`src/rtl/evt_glb_pkg.sv`:
```
package evt_glb_pkg;

   typedef enum logic [2:0] {
      SEL_NONE,
      SEL_CAP,
      SEL_CFG,
      SEL_STS,
      SEL_CNT
   } reg_sel_e;

   typedef struct packed {
      reg_sel_e    sel;
      logic        hi;
      logic        wide;
      logic [63:0] mask;
      logic [63:0] data;
   } acc_t;

   localparam int unsigned OFF_CAP = 'h000;
   localparam int unsigned OFF_CFG = 'h010;
   localparam int unsigned OFF_STS = 'h020;
   localparam int unsigned OFF_CNT = 'h0F0;

   localparam logic [1:0] CFG_WMASK = 2'b11;
   localparam int         CFG_EN   = 0;
   localparam int         CFG_LEG  = 1;

   localparam logic [7:0] REV_ID = 8'h01;

endpackage

```
`src/rtl/evt_glb_decode.sv`:
```
module evt_glb_decode
   import evt_glb_pkg::*;
#(
   parameter int ADDR_W = 10
) (
   input  logic [ADDR_W-1:0] addr_i,
   input  logic              wide_i,
   input  logic [63:0]       wdata_i,
   output acc_t              acc_o
);

   localparam int IW = ADDR_W - 3;

   logic [IW-1:0] word_idx;
   logic          aligned;

   assign word_idx = addr_i[ADDR_W-1:3];
   assign aligned  = (addr_i[1:0] == 2'b00) && !(wide_i && addr_i[2]);

   always_comb begin
      acc_o      = '0;
      acc_o.wide = wide_i;
      acc_o.hi   = !wide_i && addr_i[2];
      acc_o.sel  = SEL_NONE;
      if (aligned) begin
         if (word_idx == IW'(OFF_CAP >> 3))      acc_o.sel = SEL_CAP;
         else if (word_idx == IW'(OFF_CFG >> 3)) acc_o.sel = SEL_CFG;
         else if (word_idx == IW'(OFF_STS >> 3)) acc_o.sel = SEL_STS;
         else if (word_idx == IW'(OFF_CNT >> 3)) acc_o.sel = SEL_CNT;
      end
      if (wide_i) begin
         acc_o.mask = '1;
         acc_o.data = wdata_i;
      end else if (addr_i[2]) begin
         acc_o.mask = {32'hFFFF_FFFF, 32'h0};
         acc_o.data = {wdata_i[31:0], 32'h0};
      end else begin
         acc_o.mask = {32'h0, 32'hFFFF_FFFF};
         acc_o.data = {32'h0, wdata_i[31:0]};
      end
   end

endmodule

```
`src/rtl/evt_glb_counter.sv`:
```
module evt_glb_counter #(
   parameter int CNT_W = 64
) (
   input  logic        clk,
   input  logic        rst_n,
   input  logic        en_i,
   input  logic        ld_i,
   input  logic [63:0] mask_i,
   input  logic [63:0] data_i,
   output logic [63:0] cnt_o
);

   logic [CNT_W-1:0] cnt_q;

   always_ff @(posedge clk) begin
      if (!rst_n) begin
         cnt_q <= '0;
      end else if (ld_i) begin
         cnt_q <= (cnt_q & ~mask_i[CNT_W-1:0]) | (data_i[CNT_W-1:0] & mask_i[CNT_W-1:0]);
      end else if (en_i) begin
         cnt_q <= cnt_q + 1'b1;
      end
   end

   if (CNT_W == 64) begin : g_full
      assign cnt_o = cnt_q;
   end else begin : g_narrow
      assign cnt_o = {{(64-CNT_W){1'b0}}, cnt_q};
   end


   cnt_step_chk: assert property (@(posedge clk) disable iff (!rst_n)
      (en_i && !ld_i) |=> (cnt_q == $past(cnt_q) + 1'b1));


   cnt_hold_chk: assert property (@(posedge clk) disable iff (!rst_n)
      (!en_i && !ld_i) |=> $stable(cnt_q));

endmodule

```
`src/rtl/evt_glb_cfg.sv`:
```
module evt_glb_cfg
   import evt_glb_pkg::*;
#(
   parameter int NUM_TMR = 3
) (
   input  logic               clk,
   input  logic               rst_n,
   input  logic               wr_i,
   input  logic [1:0]         mask_i,
   input  logic [1:0]         data_i,
   output logic               en_o,
   output logic               leg_o,
   output logic [NUM_TMR-1:0] arm_o,
   output logic [NUM_TMR-1:0] disarm_o
);

   logic [1:0] cfg_q;
   logic [1:0] cfg_n;
   logic [1:0] wm;
   logic       rise;
   logic       fall;

   assign wm    = mask_i & CFG_WMASK;
   assign cfg_n = wr_i ? ((cfg_q & ~wm) | (data_i & wm)) : cfg_q;
   assign rise  = cfg_n[CFG_EN] & ~cfg_q[CFG_EN];
   assign fall  = ~cfg_n[CFG_EN] & cfg_q[CFG_EN];

   always_ff @(posedge clk) begin
      if (!rst_n) cfg_q <= '0;
      else        cfg_q <= cfg_n;
   end

   for (genvar i = 0; i < NUM_TMR; i++) begin : g_strb
      logic arm_q;
      logic dis_q;
      always_ff @(posedge clk) begin
         if (!rst_n) begin
            arm_q <= 1'b0;
            dis_q <= 1'b0;
         end else begin
            arm_q <= rise;
            dis_q <= fall;
         end
      end
      assign arm_o[i]    = arm_q;
      assign disarm_o[i] = dis_q;
   end

   assign en_o  = cfg_q[CFG_EN];
   assign leg_o = cfg_q[CFG_LEG];


   arm_on_rise_chk: assert property (@(posedge clk) disable iff (!rst_n)
      (|arm_o) |-> (en_o && !$past(en_o)));


   disarm_on_fall_chk: assert property (@(posedge clk) disable iff (!rst_n)
      (|disarm_o) |-> (!en_o && $past(en_o)));


   strobe_excl_chk: assert property (@(posedge clk) disable iff (!rst_n)
      !((|arm_o) && (|disarm_o)));

endmodule

```
`src/rtl/evt_glb_status.sv`:
```
module evt_glb_status #(
   parameter int NUM_TMR = 3
) (
   input  logic               clk,
   input  logic               rst_n,
   input  logic [NUM_TMR-1:0] set_i,
   input  logic               wr_i,
   input  logic [NUM_TMR-1:0] mask_i,
   input  logic [NUM_TMR-1:0] data_i,
   output logic [NUM_TMR-1:0] sts_o,
   output logic [NUM_TMR-1:0] clr_o
);

   for (genvar i = 0; i < NUM_TMR; i++) begin : g_bit
      logic sts_q;
      logic clr_q;
      logic hit;
      assign hit = wr_i & mask_i[i] & data_i[i] & sts_q;
      always_ff @(posedge clk) begin
         if (!rst_n) begin
            sts_q <= 1'b0;
            clr_q <= 1'b0;
         end else begin
            sts_q <= (sts_q & ~hit) | set_i[i];
            clr_q <= hit;
         end
      end
      assign sts_o[i] = sts_q;
      assign clr_o[i] = clr_q;
   end


   clr_only_set_chk: assert property (@(posedge clk) disable iff (!rst_n)
      ((clr_o & ~$past(sts_o)) == '0));


   set_wins_chk: assert property (@(posedge clk) disable iff (!rst_n)
      (set_i != '0) |=> ((sts_o & $past(set_i)) == $past(set_i)));

endmodule

```
`src/rtl/evt_glb_regs.sv`:
```
module evt_glb_regs
   import evt_glb_pkg::*;
#(
   parameter int          NUM_TMR   = 3,
   parameter int          CNT_W     = 64,
   parameter int          ADDR_W    = 10,
   parameter logic [15:0] VENDOR_ID = 16'hA5C3,
   parameter int unsigned TICK_FS   = 10_000_000,
   parameter bit          LEG_CAP   = 1'b1
) (
   input  logic               clk,
   input  logic               rst_n,
   input  logic               req_valid,
   input  logic               req_write,
   input  logic               req_wide,
   input  logic [ADDR_W-1:0]  req_addr,
   input  logic [63:0]        req_wdata,
   output logic               rd_valid,
   output logic [63:0]        rd_data,
   input  logic [NUM_TMR-1:0] tmr_irq_set,
   output logic [63:0]        cnt_value,
   output logic               glb_enable,
   output logic               glb_legacy,
   output logic [NUM_TMR-1:0] tmr_arm,
   output logic [NUM_TMR-1:0] tmr_disarm,
   output logic [NUM_TMR-1:0] tmr_clr
);

   localparam logic        CNT64    = (CNT_W == 64);
   localparam logic [63:0] CAP_WORD = {TICK_FS[31:0], VENDOR_ID, LEG_CAP, 1'b0, CNT64,
                                       5'(NUM_TMR - 1), REV_ID};

   if (NUM_TMR < 3 || NUM_TMR > 32) begin : g_bad_tmr
      $error("NUM_TMR must lie in 3..32");
   end
   if (CNT_W != 32 && CNT_W != 64) begin : g_bad_cnt
      $error("CNT_W must be 32 or 64");
   end
   if (ADDR_W < 8) begin : g_bad_addr
      $error("ADDR_W too small for the register map");
   end

   acc_t               acc;
   logic               wr_cfg;
   logic               wr_sts;
   logic               wr_cnt;
   logic               rd_req;
   logic [NUM_TMR-1:0] sts;
   logic [63:0]        full_val;
   logic [63:0]        rd_val;
   logic               rd_valid_q;
   logic [63:0]        rd_data_q;

   evt_glb_decode #(.ADDR_W(ADDR_W)) u_dec (
      .addr_i  (req_addr),
      .wide_i  (req_wide),
      .wdata_i (req_wdata),
      .acc_o   (acc)
   );

   assign wr_cfg = req_valid && req_write && (acc.sel == SEL_CFG);
   assign wr_sts = req_valid && req_write && (acc.sel == SEL_STS);
   assign wr_cnt = req_valid && req_write && (acc.sel == SEL_CNT);
   assign rd_req = req_valid && !req_write;

   evt_glb_cfg #(.NUM_TMR(NUM_TMR)) u_cfg (
      .clk      (clk),
      .rst_n    (rst_n),
      .wr_i     (wr_cfg),
      .mask_i   (acc.mask[1:0]),
      .data_i   (acc.data[1:0]),
      .en_o     (glb_enable),
      .leg_o    (glb_legacy),
      .arm_o    (tmr_arm),
      .disarm_o (tmr_disarm)
   );

   evt_glb_counter #(.CNT_W(CNT_W)) u_cnt (
      .clk    (clk),
      .rst_n  (rst_n),
      .en_i   (glb_enable),
      .ld_i   (wr_cnt),
      .mask_i (acc.mask),
      .data_i (acc.data),
      .cnt_o  (cnt_value)
   );

   evt_glb_status #(.NUM_TMR(NUM_TMR)) u_sts (
      .clk    (clk),
      .rst_n  (rst_n),
      .set_i  (tmr_irq_set),
      .wr_i   (wr_sts),
      .mask_i (acc.mask[NUM_TMR-1:0]),
      .data_i (acc.data[NUM_TMR-1:0]),
      .sts_o  (sts),
      .clr_o  (tmr_clr)
   );

   always_comb begin
      unique case (acc.sel)
         SEL_CAP: full_val = CAP_WORD;
         SEL_CFG: full_val = {62'h0, glb_legacy, glb_enable};
         SEL_STS: full_val = {{(64-NUM_TMR){1'b0}}, sts};
         SEL_CNT: full_val = cnt_value;
         default: full_val = '0;
      endcase
      if (acc.wide)    rd_val = full_val;
      else if (acc.hi) rd_val = {32'h0, full_val[63:32]};
      else             rd_val = {32'h0, full_val[31:0]};
   end

   always_ff @(posedge clk) begin
      if (!rst_n) begin
         rd_valid_q <= 1'b0;
         rd_data_q  <= '0;
      end else begin
         rd_valid_q <= rd_req;
         rd_data_q  <= rd_req ? rd_val : '0;
      end
   end

   assign rd_valid = rd_valid_q;
   assign rd_data  = rd_data_q;


   rd_latency_chk: assert property (@(posedge clk) disable iff (!rst_n)
      rd_req |=> rd_valid);


   unmapped_zero_chk: assert property (@(posedge clk) disable iff (!rst_n)
      (rd_req && acc.sel == SEL_NONE) |=> (rd_data == 64'h0));


   cap_read_chk: assert property (@(posedge clk) disable iff (!rst_n)
      (rd_req && acc.sel == SEL_CAP && acc.wide) |=> (rd_data == CAP_WORD));

endmodule

```
`config.mk`:
```
export PLATFORM = sky130hd
export DESIGN_NAME = evt_glb_regs
export DESIGN_NICKNAME = d
export VERILOG_FILES = /design/src/rtl/evt_glb_pkg.sv /design/src/rtl/evt_glb_decode.sv /design/src/rtl/evt_glb_counter.sv /design/src/rtl/evt_glb_cfg.sv /design/src/rtl/evt_glb_status.sv /design/src/rtl/evt_glb_regs.sv
export SDC_FILE = /design/constraint.sdc
export NUM_CORES = 1
export LEC_CHECK = 0
export ABC_CLOCK_PERIOD_IN_PS = 2900
export BUFFER_PORTS_ARGS = -buffer_cell sky130_fd_sc_hd__buf_4
export CAP_MARGIN = 10
export CORE_MARGIN = 5
export CORE_UTILIZATION = 40
export CTS_CLUSTER_SIZE = 16
export DETAILED_ROUTE_END_ITERATION = 10
export MAX_ROUTING_LAYER = met4
export SYNTH_ARGS = -nofsm -noshare
export SYNTH_HDL_FRONTEND = slang
export SYNTH_SLANG_ARGS = --single-unit
```
`constraint.sdc`:
```
create_clock -name clk -period 2.9 [get_ports clk]
set_clock_uncertainty 0.15 [all_clocks]
set_input_delay 0.145 -clock clk [delete_from_list [all_inputs] [get_ports clk]]
set_output_delay 0.145 -clock clk [all_outputs]
set_load 0.02 [all_outputs]
```
==> impl_metrics.json, run 1 <==
{
  "status": "completed",
  "synth_area_mm2": 0.007328,
  "drive_above_1_share_pct": 29.67,
  "r2r_cells": 7,
  "htreeDepth": 4,
  "cts_root_buffer": "clkbuf_16",
  "drt-initial-drc-count": 1058,
  "synth-async-reset-ratio_pct": 0,
  "dieHeight_um": 145.4,
  "synth.largest_area_cell": "dfxtp_1",
  "core.rowCount": 49,
  "antenna_found_initial": 1,
  "cts_sinks": 139,
  "grt_pass1_wl_um": 54270,
  "stdcell_count": 1468,
  "synth_edf_count": 0,
  "wire_per_inst_um": 24.80,
  "clk_path_buf_depth": 2,
  "start_util_pct": 40.66,
  "synth_top_area_share_pct": 37.97,
  "rsz0062_at_grt": "no",
  "hold_end": "rd_data[19]$_SDFF_PN0_",
  "slew_viol_final": 0,
  "cp-end-kind": "flip-flop",
  "finalPower_uw": 4827,
  "track_usage_pct": 33.98,
  "drc_errors": 0,
  "drt_pre_antenna_iters": 8,
  "drtAntennaViolNets": 0,
  "ios": 222,
  "hold_depth": 4,
  "cts_buffers": 17,
  "grt_pass1_vias": 8641,
  "synth_fp_nets": 1017,
  "ys_types": 72,
  "path_max_fanout": 7,
  "dominantRegCellSynth": "dfxtp_1",
  "cts_setup_buffers": 0,
  "finalNetCount": 1308,
  "final.setup.tns_ps": 0,
  "yosysWarnings": 0,
  "synthTopCellsByCount": "dfxtp_1 (139), nand2_1 (101), nor2_1 (90)",
  "overflow": 0,
  "routed_wl_um": 36410,
  "crit_required_ps": 3050,
  "fin_crit_sh_pct": 95.90,
  "die-area_mm2": 0.02113,
  "clk_pin_slew_ps": 60,
  "synth_most_common_cell": "dfxtp_1",
  "vias": 8986,
  "max_freq_mhz": 359.6,
  "critPathKind": "flip-flop to flip-flop",
  "slew_headroom_pct": 38.36,
  "min-delay-start": "req_valid",
  "clk_latency_ps": 430,
  "ys_ff_latch": 139,
  "hold_class": "primary input to flip-flop",
  "netlist_instances": 934,
  "grt_max_degree": 45,
  "tritoncts": "yes",
  "seq_area_frac_synth_pct": 37.97,
  "hold_violations": 0,
  "core_area_mm2": 0.01802,
  "dp.cells": 1394,
  "dp_hpwl_um": 27120,
  "worst_pin_slew_ps": 916.2,
  "syn_avg_cell_area_um2": 7.846,
  "min_period_ps": 2781,
  "area_growth_syn_to_layout_pct": 46.13,
  "ys_top_cells_by_area": "dfxtp_1 (38%), a21oi_1 (5.5%), nand2_1 (5.2%)",
  "setup_viol_count_final": 0,
  "power_density_mw_per_mm2": 450.8,
  "gp_congestion": 1.009,
  "r2r_slack_ps": 120,
  "numPortBuffers": 221,
  "peakVddDrop_mv": 0.4186,
  "die_w_um": 145.4,
  "drv_cap": 0,
  "via_per_inst": 6.121,
  "worstPathArrival_ps": 2930,
  "p_leak_uw": 0.004372,
  "cp-start-kind": "flip-flop"
}
-- through the flow --
stage	utilization [%]	cell area (um2)	worst slack, ps	hold slack [ps]
after floorplan	-	7328	366.1	73.51
after global placement	53.51	9646	320.0	204.9
after detailed placement	53.51	9646	155.8	209.5
after CTS	59.29	10690	131.5	0.03830
after global routing	59.40	10710	15.12	23.57
final	59.41	10710	118.8	3.350
-- worst max-delay path, cell delays in order, from the launching register on --
cell and delay, ps:
dfxtp_1 590, nand4_1 180, nor4_1 290, buf_4 180
nand4_1 160, or4_1 590, mux2i_1 140, a2111oi_0 370
-- cell type report --
class | count | area (um2)
Timing Repair Buffer | 352 | 2783
Tap cell | 229 | 286.5
Antenna cell | 2 | 5.005
Clock inverter | 13 | 191.4
Clock buffer | 18 | 439.2
Fill cell | 1664 | 7316
Sequential cell | 139 | 2783
Multi-Input combinational cell | 704 | 4180
Inverter | 11 | 41.29
-- cells in the final DEF, fill, tap and decap left out, drive strengths merged, types with 26 or more instances in the layout --
master         n
and2          30
nand3         48
buf          311
nor3          34
o21ai         51
a22oi         26
nand2        101
a21oi         81
dfxtp        139
nor2          90
nand4         37
dlygate4sd3   41
-- what timing repair did --
action | 4_1_cts | 5_1_grt
setup endpoints to repair | 0 | 3
gates resized for setup | 0 | 3
hold buffers | 41 | 0
endpoints found under the hold margin | 53 | 0
-- kinds of logic (layout without fill, tap and decap cells) --
| kind of cell | count (synthesis) | after routing | share of synthesized area [%] |
|---|---|---|---|
| compound gates | 258 | 258 | 23.22 |
| xor+xnor | 7 | 7 | 0.8366 |
| mux | 15 | 15 | 2.066 |
| other cells | 0 | 2 | 0 |
| flops | 139 | 139 | 37.97 |
| simple gates | 423 | 423 | 30.41 |
| fa+ha+maj | 1 | 1 | 0.1707 |
| buf+inv | 91 | 394 | 5.327 |
-- power by group --
part / switching [uW] / leakage, uW / internal (uW)
clock: 909 / 0.000299 / 1460
combinational: 249 / 0.00295 / 221
sequential: 45.8 / 0.00112 / 1940
total: 1200 / 0.00437 / 3620
-- metal layers --
| metal | vias up | global-route usage (%) | wire length [um] |
|---|---|---|---|
| met1 | 4301 | 46.74 | 15310 |
| met3 | 84 | 6.540 | 3962 |
| met4 | 0 | 11.94 | 1143 |
| met5 | - | - | 0 |
| li1 | 4032 | - | - |
| met2 | 569 | 49.98 | 15990 |
-- worst max-delay path by stage --
stage	cells after the start	endpoint	slack [ps]	startpoint
after detailed placement	6	flip-flop	160	flip-flop
after global placement	6	flip-flop	320	flip-flop
final	7	flip-flop	120	flip-flop
after floorplan	6	flip-flop	370	flip-flop
after CTS	6	flip-flop	130	flip-flop
after global routing	7	flip-flop	20	flip-flop
(Power assumes the default switching activity.)
==> run 2, diff against run 1 <==
--- a/config.mk
+++ b/config.mk
@@ -9,10 +9,12 @@
 export BUFFER_PORTS_ARGS = -buffer_cell sky130_fd_sc_hd__buf_4
 export CAP_MARGIN = 10
 export CORE_MARGIN = 5
-export CORE_UTILIZATION = 40
+export CORE_UTILIZATION = 52
 export CTS_CLUSTER_SIZE = 16
 export DETAILED_ROUTE_END_ITERATION = 10
 export MAX_ROUTING_LAYER = met4
+export PLACE_DENSITY = 0.81
+export SLEW_MARGIN = 20
 export SYNTH_ARGS = -nofsm -noshare
 export SYNTH_HDL_FRONTEND = slang
 export SYNTH_SLANG_ARGS = --single-unit
==> run 2 against run 1 <==
The run now ends with negative hold slack left. Sequential share of layout area increased by 0.52 points. Register-to-register slack about the same. Routed wire length decreased by 4.9%. Via count increased by 4.6%. Sequential power about the same. Critical path depth increased by 1. Global-route usage increased by 8.0 points. Flip-flop and latch count unchanged.
==> impl_metrics.json, run 2 (synthesis gave the netlist of run 1 again) <==
{
  "min_period_ps": 2776,
  "worst_slack_ps": 124.1,
  "power_switching_uw": 1241,
  "cp-start-kind": "flip-flop",
  "critPathKind": "flip-flop to flip-flop",
  "clock_power_share_pct": 48.5,
  "drive_above_1_share_pct": 28.82,
  "final.setup.tns_ps": 0,
  "final.fill_count": 1041,
  "numPortBuffers": 221,
  "path_buf_inv": 2,
  "use_met3_pct": 13.57,
  "slew_headroom_pct": 39.09,
  "drt_pre_antenna_iters": 7,
  "drt-initial-drc-count": 1478,
  "cpMaxStageDelayCell": "dfxtp_1",
  "status": "finished with violations",
  "layout_common_cells": "buf_4 (298), dfxtp_1 (139), nand2_1 (101), nor2_1 (90), a21oi_1 (81)",
  "p_leak_uw": 0.004291,
  "drv_cap": 0,
  "power_density_mw_per_mm2": 454.5,
  "final_common_cell": "buf_4",
  "clk_path_buf_depth": 2,
  "grt_pass1_wl_um": 51680,
  "peakVddDrop_mv": 0.4332,
  "internal_power_uw": 3531,
  "core.rowCount": 43,
  "clk_latency_ps": 430,
  "setup_viol_count_final": 0,
  "dieHeight_um": 128.7,
  "combPwrFrac_pct": 10.0,
  "violations": "negative hold slack",
  "htreeDepth": 4,
  "dp_slack_ps": 314.6,
  "worstPathArrival_ps": 3000,
  "cts_buffers": 17,
  "routed_wl_um": 34640,
  "grt-busiest-layer": "met2",
  "hold_ws_ps": -2.703,
  "vias": 9397,
  "crit_required_ps": 3120,
  "overflow": 0,
  "grt_use_met1_pct": 52.92,
  "drtAntennaViolNets": 0,
  "ios": 222,
  "grt_max_degree": 34,
  "wire_per_inst_um": 24.65,
  "antenna_found_initial": 0,
  "cts_sinks": 139,
  "track_usage_pct": 41.97,
  "grt.met2_usage_pct": 59.60,
  "grt_pass1_vias": 8814,
  "clk_pin_slew_ps": 60,
  "core_area_mm2": 0.01383,
  "area_growth_syn_to_layout_pct": 43.26,
  "via_per_inst": 6.688,
  "hold_class": "primary input to flip-flop",
  "gp_congestion": 1.107,
  "finalNetCount": 1295,
  "n_antenna_cell": 0,
  "slowest_delay_ps": 550,
  "start_util_pct": 53.00,
  "path_max_fanout": 8,
  "die-area_mm2": 0.01657,
  "cp_common_cell": "nor3_1",
  "rsz0062_at_grt": "no",
  "fin_crit_sh_pct": 95.72,
  "dp_hpwl_um": 24590,
  "pwr-share-seq_pct": 41.6,
  "cp-end-kind": "flip-flop",
  "hold_violations": 1,
  "drc_errors": 0,
  "worst_pin_slew_ps": 905.2,
  "die_w_um": 128.7,
  "cts_root_buffer": "clkbuf_16",
  "tritoncts": "yes",
  "path_cells": "nand4_2 -> buf_4 -> or4_4 -> nor3_1 -> nor3_1 -> a31oi_1 -> o211a_1 -> dlygate4sd3_1",
  "slew_viol_final": 0,
  "crit_family": "simple AND/OR/NAND/NOR gates",
  "max_freq_mhz": 360.2,
  "p_sw_share_pct": 26.00
}
## run 2: repair_timing
action | in CTS | in global routing
resized for setup | 0 | 1
buffers inserted | 0 | 0
hold endpoints to repair | 46 | 0
endpoints found under the setup margin | 0 | 4
hold buffers | 39 | 0
## run 2: through the flow
stage	cells	hold slack (ps)	cell area [um2]	total power [uW]	utilization (%)
2_1_floorplan	934	73.51	7328	2193	-
3_3_place_gp	1334	204.3	9489	2430	68.63
3_5_place_dp	1334	208.1	9489	2432	68.63
4_1_cts	1405	0.006273	10490	4732	75.88
5_1_grt	1405	8.025	10500	4887	75.93
6_report	1405	-2.703	10500	4771	75.93
## run 2: layer usage
layer,vias up,part of all wire [%]
met5,-,0
met4,0,5.8
met3,201,15
met2,904,43
met1,4279,36
li1,4013,-
## run 2: worst paths after layout
kind / startpoint / to / slack (ps) / depth (start not counted)
worst max register to register: flip-flop / flip-flop / 120 / 8
worst max-delay path: flip-flop / flip-flop / 120 / 8
worst min register to register: u_sts.g_bit[2].sts_q$_SDFF_PN0_ / u_sts.g_bit[2].clr_q$_SDFF_PN0_ / 380 / 1
worst min-delay path: req_addr[9] / rd_data[37]$_SDFF_PN0_ / -3 / 4
## run 2: worst register-to-register path: cells and delay by family, from the launching register on
family	cells	cell delay (ps)
compound gates	2	390
buf+inv	2	750
flops	1	550
simple gates	4	890
## run 2: final cells by class
type	count	area, um2	area share (%)
inverters	11	41.29	0.3933
flip-flops and latches	139	2783	26.50
clock buffers	18	429.2	4.088
clock inverters	14	182.7	1.740
repair buffers	339	2668	25.41
multi-input cells	704	4170	39.72
well taps	180	225.2	2.145
## run 2: power by group through the flow
| stage | registers, uW | logic, uW | clock network (uW) |
|---|---|---|---|
| floorplan | 2040 | 149 | 0 |
| global placement | 2020 | 408 | 0 |
| detailed placement | 2020 | 410 | 0 |
| CTS | 1980 | 456 | 2300 |
| global route | 1990 | 499 | 2400 |
| finish | 1980 | 475 | 2310 |
